--- config.mk ---
export PLATFORM = sky130hd
export DESIGN_NAME = pw_frame_tx
export DESIGN_NICKNAME = d
export VERILOG_FILES = /design/src/rtl/pwt_pkg.sv /design/src/rtl/pwt_frame_build.sv /design/src/rtl/pwt_bit_timer.sv /design/src/rtl/pwt_sequencer.sv /design/src/rtl/pw_frame_tx.sv
export SDC_FILE = /design/constraint.sdc
export NUM_CORES = 1
export LEC_CHECK = 0
export ABC_AREA = 1
export CAP_MARGIN = 5
export CORE_ASPECT_RATIO = 0.6
export CORE_MARGIN = 8
export CORE_UTILIZATION = 60
export CTS_BUF_LIST = sky130_fd_sc_hd__clkbuf_8
export CTS_CLUSTER_DIAMETER = 40
export DETAILED_ROUTE_END_ITERATION = 12
export DONT_BUFFER_PORTS = 1
export MAX_ROUTING_LAYER = met4
export PLACE_DENSITY = 0.79
export SETUP_SLACK_MARGIN = 0.05
export SYNTH_ARGS = -nofsm -noshare
export SYNTH_HDL_FRONTEND = slang
export SYNTH_HIERARCHICAL = 1
export SYNTH_SLANG_ARGS = --single-unit
export TNS_END_PERCENT = 50
--- constraint.sdc ---
create_clock -name clk -period 1.9 [get_ports clk]
set_input_delay 0.285 -clock clk [delete_from_list [all_inputs] [get_ports clk]]
set_output_delay 0.285 -clock clk [all_outputs]
set_load 0.03 [all_outputs]
--- src/rtl/pwt_pkg.sv ---
package pwt_pkg;

    localparam int unsigned FUNC_W = 2;
    localparam int unsigned SEL_W  = 2;
    localparam int unsigned DATA_W = 8;
    localparam int unsigned MARK_W = 12;
    localparam int unsigned FILL_W = 2;
    localparam int unsigned FRAME_W = 2 * MARK_W + FUNC_W + SEL_W + FILL_W + DATA_W;

    localparam logic [MARK_W-1:0] OPEN_MARK  = 12'h801;
    localparam logic [MARK_W-1:0] CLOSE_MARK = 12'h7FE;
    localparam logic [FILL_W-1:0] FILL_BITS  = 2'b10;

    typedef enum logic [1:0] {
        PH_IDLE  = 2'd0,
        PH_LEAD  = 2'd1,
        PH_HIGH  = 2'd2,
        PH_TRAIL = 2'd3
    } phase_e;

    function automatic int unsigned us_to_cycles(longint unsigned hz, int unsigned us);
        longint unsigned prod;
        prod = (hz * longint'(us)) / 64'd1_000_000;
        return 32'(prod);
    endfunction

endpackage

--- src/rtl/pwt_frame_build.sv ---
module pwt_frame_build
    import pwt_pkg::*;
(
    input  logic [FUNC_W-1:0]  func_i,
    input  logic [SEL_W-1:0]   sel_i,
    input  logic [DATA_W-1:0]  data_i,
    output logic [FRAME_W-1:0] frame_o
);

    always_comb begin
        frame_o = {OPEN_MARK, func_i, sel_i, FILL_BITS, data_i, CLOSE_MARK};
    end

endmodule

--- src/rtl/pwt_bit_timer.sv ---
module pwt_bit_timer #(
    parameter int unsigned CNT_W = 8
) (
    input  logic             clk,
    input  logic             rst_n,
    input  logic             load_i,
    input  logic [CNT_W-1:0] load_val_i,
    output logic             expired_o
);

    logic [CNT_W-1:0] cnt_d, cnt_q;

    always_comb begin
        cnt_d = cnt_q;
        if (load_i) begin
            cnt_d = load_val_i;
        end else if (cnt_q != '0) begin
            cnt_d = cnt_q - 1'b1;
        end
    end

    always_ff @(posedge clk or negedge rst_n) begin
        if (!rst_n) begin
            cnt_q <= '0;
        end else begin
            cnt_q <= cnt_d;
        end
    end

    assign expired_o = (cnt_q == '0);

endmodule

--- src/rtl/pwt_sequencer.sv ---
module pwt_sequencer
    import pwt_pkg::*;
#(
    parameter longint unsigned CLK_HZ  = 100_000_000,
    parameter int unsigned     LOW_US  = 10,
    parameter int unsigned     ZERO_US = 5,
    parameter int unsigned     ONE_US  = 55
) (
    input  logic               clk,
    input  logic               rst_n,
    input  logic               start_i,
    input  logic [FRAME_W-1:0] frame_i,
    output logic               idle_o,
    output logic               line_o,
    output logic               line_oe_o,
    output logic               done_o
);

    localparam int unsigned LOW_CYC  = us_to_cycles(CLK_HZ, LOW_US);
    localparam int unsigned ZERO_CYC = us_to_cycles(CLK_HZ, ZERO_US);
    localparam int unsigned ONE_CYC  = us_to_cycles(CLK_HZ, ONE_US);
    localparam int unsigned MAX_CYC  = (ONE_CYC > LOW_CYC) ? ONE_CYC : LOW_CYC;
    localparam int unsigned CNT_W    = (MAX_CYC < 2) ? 1 : $clog2(MAX_CYC);
    localparam int unsigned IDX_W    = $clog2(FRAME_W);

    localparam logic [CNT_W-1:0] LOW_LD  = CNT_W'(LOW_CYC - 1);
    localparam logic [CNT_W-1:0] ZERO_LD = CNT_W'(ZERO_CYC - 1);
    localparam logic [CNT_W-1:0] ONE_LD  = CNT_W'(ONE_CYC - 1);
    localparam logic [IDX_W-1:0] LAST_IDX = IDX_W'(FRAME_W - 1);

    typedef struct packed {
        phase_e             phase;
        logic [FRAME_W-1:0] shreg;
        logic [IDX_W-1:0]   left;
        logic               line;
        logic               oe;
        logic               done;
    } seq_state_t;

    seq_state_t       st_d, st_q;
    logic             tmr_load;
    logic [CNT_W-1:0] tmr_val;
    logic             tmr_expired;

    pwt_bit_timer #(.CNT_W(CNT_W)) u_timer (
        .clk        (clk),
        .rst_n      (rst_n),
        .load_i     (tmr_load),
        .load_val_i (tmr_val),
        .expired_o  (tmr_expired)
    );

    always_comb begin
        st_d      = st_q;
        st_d.done = 1'b0;
        tmr_load  = 1'b0;
        tmr_val   = LOW_LD;
        unique case (st_q.phase)
            PH_IDLE: begin
                if (start_i) begin
                    st_d.phase = PH_LEAD;
                    st_d.shreg = frame_i;
                    st_d.left  = LAST_IDX;
                    st_d.oe    = 1'b1;
                    st_d.line  = 1'b0;
                    tmr_load   = 1'b1;
                    tmr_val    = LOW_LD;
                end
            end
            PH_LEAD: begin
                if (tmr_expired) begin
                    st_d.phase = PH_HIGH;
                    st_d.line  = 1'b1;
                    tmr_load   = 1'b1;
                    tmr_val    = st_q.shreg[FRAME_W-1] ? ONE_LD : ZERO_LD;
                end
            end
            PH_HIGH: begin
                if (tmr_expired) begin
                    st_d.phase = PH_TRAIL;
                    st_d.line  = 1'b0;
                    tmr_load   = 1'b1;
                    tmr_val    = LOW_LD;
                end
            end
            PH_TRAIL: begin
                if (tmr_expired) begin
                    if (st_q.left == '0) begin
                        st_d.phase = PH_IDLE;
                        st_d.oe    = 1'b0;
                        st_d.done  = 1'b1;
                    end else begin
                        st_d.phase = PH_LEAD;
                        st_d.left  = st_q.left - 1'b1;
                        st_d.shreg = {st_q.shreg[FRAME_W-2:0], 1'b0};
                        tmr_load   = 1'b1;
                        tmr_val    = LOW_LD;
                    end
                end
            end
            default: st_d.phase = PH_IDLE;
        endcase
    end

    always_ff @(posedge clk or negedge rst_n) begin
        if (!rst_n) begin
            st_q <= '{phase: PH_IDLE, shreg: '0, left: '0, line: 1'b0, oe: 1'b0, done: 1'b0};
        end else begin
            st_q <= st_d;
        end
    end

    assign idle_o    = (st_q.phase == PH_IDLE);
    assign line_o    = st_q.line;
    assign line_oe_o = st_q.oe;
    assign done_o    = st_q.done;

endmodule

--- src/rtl/pw_frame_tx.sv ---
module pw_frame_tx
    import pwt_pkg::*;
#(
    parameter longint unsigned CLK_HZ  = 100_000_000,
    parameter int unsigned     LOW_US  = 10,
    parameter int unsigned     ZERO_US = 5,
    parameter int unsigned     ONE_US  = 55
) (
    input  logic        clk,
    input  logic        rst_n,
    input  logic        cmd_valid,
    output logic        cmd_ready,
    input  logic [1:0]  cmd_func,
    input  logic [1:0]  cmd_sel,
    input  logic [7:0]  cmd_data,
    output logic        line_o,
    output logic        line_oe,
    output logic        done_o
);

    logic [FRAME_W-1:0] frame;
    logic               idle;
    logic               accept;

    pwt_frame_build u_build (
        .func_i  (cmd_func),
        .sel_i   (cmd_sel),
        .data_i  (cmd_data),
        .frame_o (frame)
    );

    assign accept = cmd_valid && idle;

    pwt_sequencer #(
        .CLK_HZ  (CLK_HZ),
        .LOW_US  (LOW_US),
        .ZERO_US (ZERO_US),
        .ONE_US  (ONE_US)
    ) u_seq (
        .clk       (clk),
        .rst_n     (rst_n),
        .start_i   (accept),
        .frame_i   (frame),
        .idle_o    (idle),
        .line_o    (line_o),
        .line_oe_o (line_oe),
        .done_o    (done_o)
    );

    assign cmd_ready = idle;

endmodule

# Word-level counts from Yosys, hierarchy flattened
# Index checks and enable logic that the tools add are counted.
totals:
  reg_bits: 62
  inputBits: 15
  output_inout_bits: 4
  elab_cells: 57
classes:
  n_addsub: 2
  n_eq_ne: 9
  muxes: 25
  reduce_logical: 14
ops:
  columns: ["op", "n"]
  rows:
  - ["one-hot mux 44 bit (2 select lines)", 1]
  - ["two-way mux 13 bit", 4]
  - ["two-way mux 48 bit", 1]
  - ["two-way mux 46 bit", 1]
  - ["two-way mux 44 bit", 1]
  - ["one-hot mux 13 bit (2 select lines)", 1]
  - ["AND reduction 4 bit", 4]
  - ["logical NOT 13 bit", 1]
  - ["nonzero test 13 bit", 1]
  - ["subtractor 13 x 1 -> 13 bit, second input constant", 1]
  - ["!= test 2 x 1 -> 1 bit, second input constant", 5]
  - ["two-way mux 1 bit", 8]
  - ["two-way mux 2 bit", 4]
  - ["one-hot mux 2 bit (4 select lines)", 1]
  - ["logical NOT 6 bit", 1]
  - ["one-hot mux 1 bit (3 select lines)", 2]
  - ["subtractor 6 x 1 -> 6 bit, second input constant", 1]
  - ["== test 2 bit, second input constant", 2]
  - ["nonzero test 2 bit", 2]
  - ["nonzero test 3 bit", 1]
  - ["OR reduction 3 bit", 1]
  - ["== test 2 x 1 -> 1 bit, second input constant", 1]
  - ["logical NOT 2 bit", 1]
  - ["!= test 2 bit, second input constant", 1]
  - ["other kinds (3)", 3]

# Logic depth before layout (Yosys ltp)
logic_depth:
  depth_word: 5
  depth_mapped: 16
  mapped_depth_nobuf: 15

# Cells and area by module
# Netlist, hierarchy kept.
modules_own_cells:
  columns: ["mod", "instances", "cells_each", "area_each_um2", "seq_area_each_um2"]
  rows:
  - ["pwt_sequencer", 1, 264, 2563.7, 1226.2]
  - ["pwt_bit_timer", 1, 135, 910.9, 325.3]
  - ["pwt_frame_build", 1, 40, 292.8, 0.0]
  - ["pw_frame_tx", 1, 2, 7.5, 0.0]

# Worst setup path after synthesis
# OpenSTA, ideal clock, no wires.
synth_path:
  path_type: "reg2reg"
  startpoint: "register u_seq/st_q[48] (netlist name)"
  endpoint: "register u_seq/st_q[24] (netlist name)"
  setup_ns: 0.122
  arrival_ns: 1.820
  t_required_ns: 1.778
  path_slack_ns: -0.042
  stages_incl_launch_ff: 14
  path_buffers: 2
  synth_period_minus_slack_ns: 1.942
  cell_sequence: "dfrtp_1 > inv_1 > ha_1 > nand2_1 > inv_1 > inv_1 > nand2_1 > o21ai_2 > inv_2 > nand3_2 > buf_6 > buf_6 > nand2_2 > o21ai_2"
synth_between:
  elab_chain_cells: 4
  word_cells_on_any_way: 9
  cone_classes: "4 x eq/ne; 1 x mux; 4 x reduce/logical"
synth_rtl:
  columns: ["element", "line", "rtl"]
  rows:
  - ["start: declaration", "pwt_sequencer.sv:40", "seq_state_t st_d, st_q;"]
  - ["start signal: assignment", "pwt_sequencer.sv:107", "st_q <= '{phase: PH_IDLE, shreg: '0, left: '0, line: 1'b0, oe: 1'b0, done: 1'b0};"]
  - ["start signal: assignment", "pwt_sequencer.sv:109", "st_q <= st_d;"]
  - ["logical NOT 2 bit", "pwt_sequencer.sv:113", "assign idle_o = (st_q.phase == PH_IDLE);"]
  - ["named net cmd_ready", "pw_frame_tx.sv:12", "output logic cmd_ready,"]
  - ["logical AND 1 bit", "pw_frame_tx.sv:32", "assign accept = cmd_valid && idle;"]
  - ["named net accept", "pw_frame_tx.sv:23", "logic accept;"]
  - ["!= test 2 x 1 -> 1 bit (no line)", null, null]
  - ["AND reduction 4 bit (no line)", null, null]
# The timed path passes the listed nets, and every way through them passes these cells.
# A chain may end at the register's enable or synchronous reset.

# Worst setup path after layout
layout_path:
  startpoint: "register u_seq/st_q[4] (netlist name)"
  endpoint: "register u_seq.u_timer.cnt_q[10]"
layout_between:
  elab_chain_cells: 5
  word_cells_on_any_way: 6
  cone_classes: "4 x mux; 2 x reduce/logical"
layout_rtl:
  columns: ["element", "line", "rtl"]
  rows:
  - ["logical NOT 6 bit *", "pwt_sequencer.sv:88", "if (st_q.left == '0) begin"]
  - ["two-way mux 1 bit *", "pwt_sequencer.sv:88", null]
  - ["two-way mux 1 bit *", "pwt_sequencer.sv:87", "if (tmr_expired) begin"]
  - ["one-hot mux 1 bit (3 select lines) *", "pwt_sequencer.sv:58", "unique case (st_q.phase)"]
  - ["named net u_seq.tmr_load", "pwt_sequencer.sv:41", "logic tmr_load;"]
  - ["two-way mux 13 bit / nonzero test 2 bit (equally long branches)", null, null]
  - ["end signal: assignment", "pwt_bit_timer.sv:26", "cnt_q <= cnt_d;"]
  - ["end: declaration", "pwt_bit_timer.sv:11", "logic [CNT_W-1:0] cnt_d, cnt_q;"]
# Mark *: on every way through the listed nets, which the timed path passes. The rest lies on a longest branch.

==> out/metrics.cfg <==
[finish]
regArea_sq_mm = 0.001551
fillerInstances = 438
final_nets = 493
layout_commonest_cell = nand2_1
diodes = 0
fin_util = 0.7318
drive_gt1_frac = 0.2706
syn2layout_area_growth_pct = 18.46
multiInputGateArea_sq_mm = 0.001918
finalInstanceArea_sq_mm = 0.004472
layout_common_cells = nand2_1, dfrtp_1, mux2i_1

[synthesis]
yosysSeqAreaShare = 0.4110
synth-xor-area-share = 0.01392
yosys.area_share.simple = 0.2198
synth_area_per_cell_sq_um = 8.560
yosys_warnings = 6
ys_ff_latch = 62
synth_compound_area_frac = 0.08419
synth_top_family_by_area = simple AND/OR/NAND/NOR gates
synth_area_sq_mm = 0.003775
synth_cell_types = 30
synthMuxAreaShare = 0.09811
synthCells = 441
synth_fa_ha_area_frac = 0.03315

[worst_setup_path]
reg2reg_slack_ns = 0.03
start_kind = flop
cp_max_fo = 6
path_class = reg2reg
endpoint_kind = flop
worstPathArrival_ns = 2.10
cp.required_ns = 2.13

[sta]
finalMaxSlewViolations = 0
fin_ws_ns = 0.03054
min_period_ns = 1.869
fin_crit_sh = 0.9839
finalSetupViolCount = 0
hold_viol = 0
rsz0062_at_grt = yes
fmax_mhz = 534.9
skew_ns = 0.009338

[clock_network]
numClockSinks = 62
clockBufferDepth = 2
cts.clk_slew.worst_paths_ns = 0.07
htreeDepth = 3
numCtsBuffers = 9
cts_tree = yes
clock_latency_ns = 0.34
cts-root-buf = clkbuf_8

[drt]
wire_per_inst_microns = 16.40
routed_wl_microns = 9133
drt-pass1-iter-count = 5
first_iter_violations = 234
via_per_inst = 5.341
num_vias = 2975
drc_errors = 0
ant_nets = 0

[hold_path]
hold_path_class = in2reg

[global_routing]
grt_max_degree = 63
grt_usage = 0.1791
grt_antenna_before_repair = 0
gr-total-overflow = 0
grt_pass1_vias = 2631
grt_pass1_wl_microns = 12990

[die]
die_h_microns = 77.44
start_util = 0.6177
die_area_sq_mm = 0.009169
die_w_microns = 118.4
num_rows = 22
design.core.area_sq_mm = 0.006111
io_pins = 19

[outcome]
status = finished, final reports clean

[flow_run]
maxCapViolations = 0

[power_and_ir_drop]
vdd_drop_max_mv = 0.9398
cellPowerDensity_mw_per_mm2 = 2024
leakagePower_nw = 2.138

[placed_design]
gp_congestion = 0.9134
placed_area_sq_mm = 0.003750
hpwl_microns = 4763
io_buffers = 0
preCtsSetupSlack_ns = -0.08008

[kinds of logic after synthesis]
family          count (synthesis)
simple gates                  184
xor+xnor                        6
mux                            37
compound gates                 56
other cells                     4
buf+inv                        82
flops                          62
fa+ha+maj                      10
[where the power goes]
part	switching (mW)	internal, mW
logic	2.77	2.34
clock network	0.538	0.905
registers	0.530	1.98
[sequential cells by signal, summed over array words and instances (netlist names)]
| register | cells |
|---|---|
| u_seq/line_oe_o | 1 |
| u_seq/done_o | 1 |
| u_seq/line_o | 1 |
| u_seq/st_q | 46 |
| u_seq/u_timer/cnt_q | 13 |
[cells in the mapped netlist]
cell type / number / area [sq um]
nor2_2: 8 / 50.05
nand3b_1: 3 / 22.52
o21ai_0: 10 / 50.05
or2_2: 1 / 6.260
clkbuf_1: 1 / 3.750
xnor2_1: 1 / 8.760
nand4_1: 3 / 18.77
inv_2: 3 / 11.26
buf_4: 43 / 322.8
nor2_1: 20 / 75.07
o21ai_1: 36 / 180.2
xor2_1: 5 / 43.79
nand2_1: 110 / 412.9
nor3_1: 3 / 15.01
o21ai_2: 10 / 87.58
buf_6: 5 / 56.30
conb_1: 4 / 15.01
or2_1: 1 / 6.260
nand3_2: 1 / 10.01
mux2i_1: 37 / 370.4
nand4_2: 1 / 12.51
nor3_2: 1 / 10.01
ha_1: 10 / 125.1
nand3_1: 16 / 80.08
nand2_2: 13 / 81.33
inv_1: 25 / 93.84
dfrtp_1: 62 / 1551
and2_1: 1 / 6.260
nor2_4: 2 / 22.52
buf_2: 5 / 25.02
[layer usage]
metal | track usage | share of wire
met2 | 0.2496 | 0.45
met4 | 0.06023 | 0.014
met3 | 0.05130 | 0.068
met1 | 0.2440 | 0.47
met5 | - | 0
[final timing paths]
check / startpoint / endpoint / cells after the start
min reg2reg: u_seq/st_q[26] / u_seq/st_q[26] / 2
max: u_seq/st_q[4] / u_seq/u_timer/cnt_q[10] / 13
min: cmd_sel[1] / u_seq/st_q[32] / 2
max in group asynchronous: rst_n / u_seq/u_timer/cnt_q[12] / 2
max reg2reg: u_seq/st_q[4] / u_seq/u_timer/cnt_q[10] / 13
min in group asynchronous: rst_n / u_seq/st_q[6] / 2
[per-stage QoR]
step	hold WS (ns)	total power, mW	TNS [ns]	std cells
floorplan	-0.01059	5.319	-0.02155	469
global placement	-0.008311	5.824	0	518
detailed placement	-0.007223	5.966	-0.1239	518
CTS	0.1403	7.836	0	538
global route	0.1494	9.586	-0.2854	557
finish	0.1457	9.053	0	557
[area by class of cell]
cell class,count,share of cell area
repair inverters,1,0.001399
flip-flops and latches,62,0.3470
well taps,84,0.02350
multi-input cells,325,0.4289
repair buffers,41,0.1181
clock inverters,6,0.02462
inverters,28,0.02574
clock buffers,10,0.03078
[critical path: stages (launching register included)]
cell	delay [ns]
dfrtp_1	0.39
inv_2	0.07
ha_1	0.15
inv_1	0.05
nor2_2	0.13
nand3_2	0.09
nand2_2	0.08
inv_1	0.05
o21ai_2	0.17
nand2_4	0.13
buf_6	0.15
clkbuf_16	0.14
nand2_1	0.07
nand2_1	0.07
[timing repair]
item	4_1_cts	5_1_grt
setup buffers	0	11
hold buffers	2	0
gates cloned	2	8
endpoints found under the setup margin	55	59
gates resized for setup	8	41
endpoints found under the hold margin	62	0
pin swaps	0	13
No activity file was read; power rests on OpenSTA's default activity.
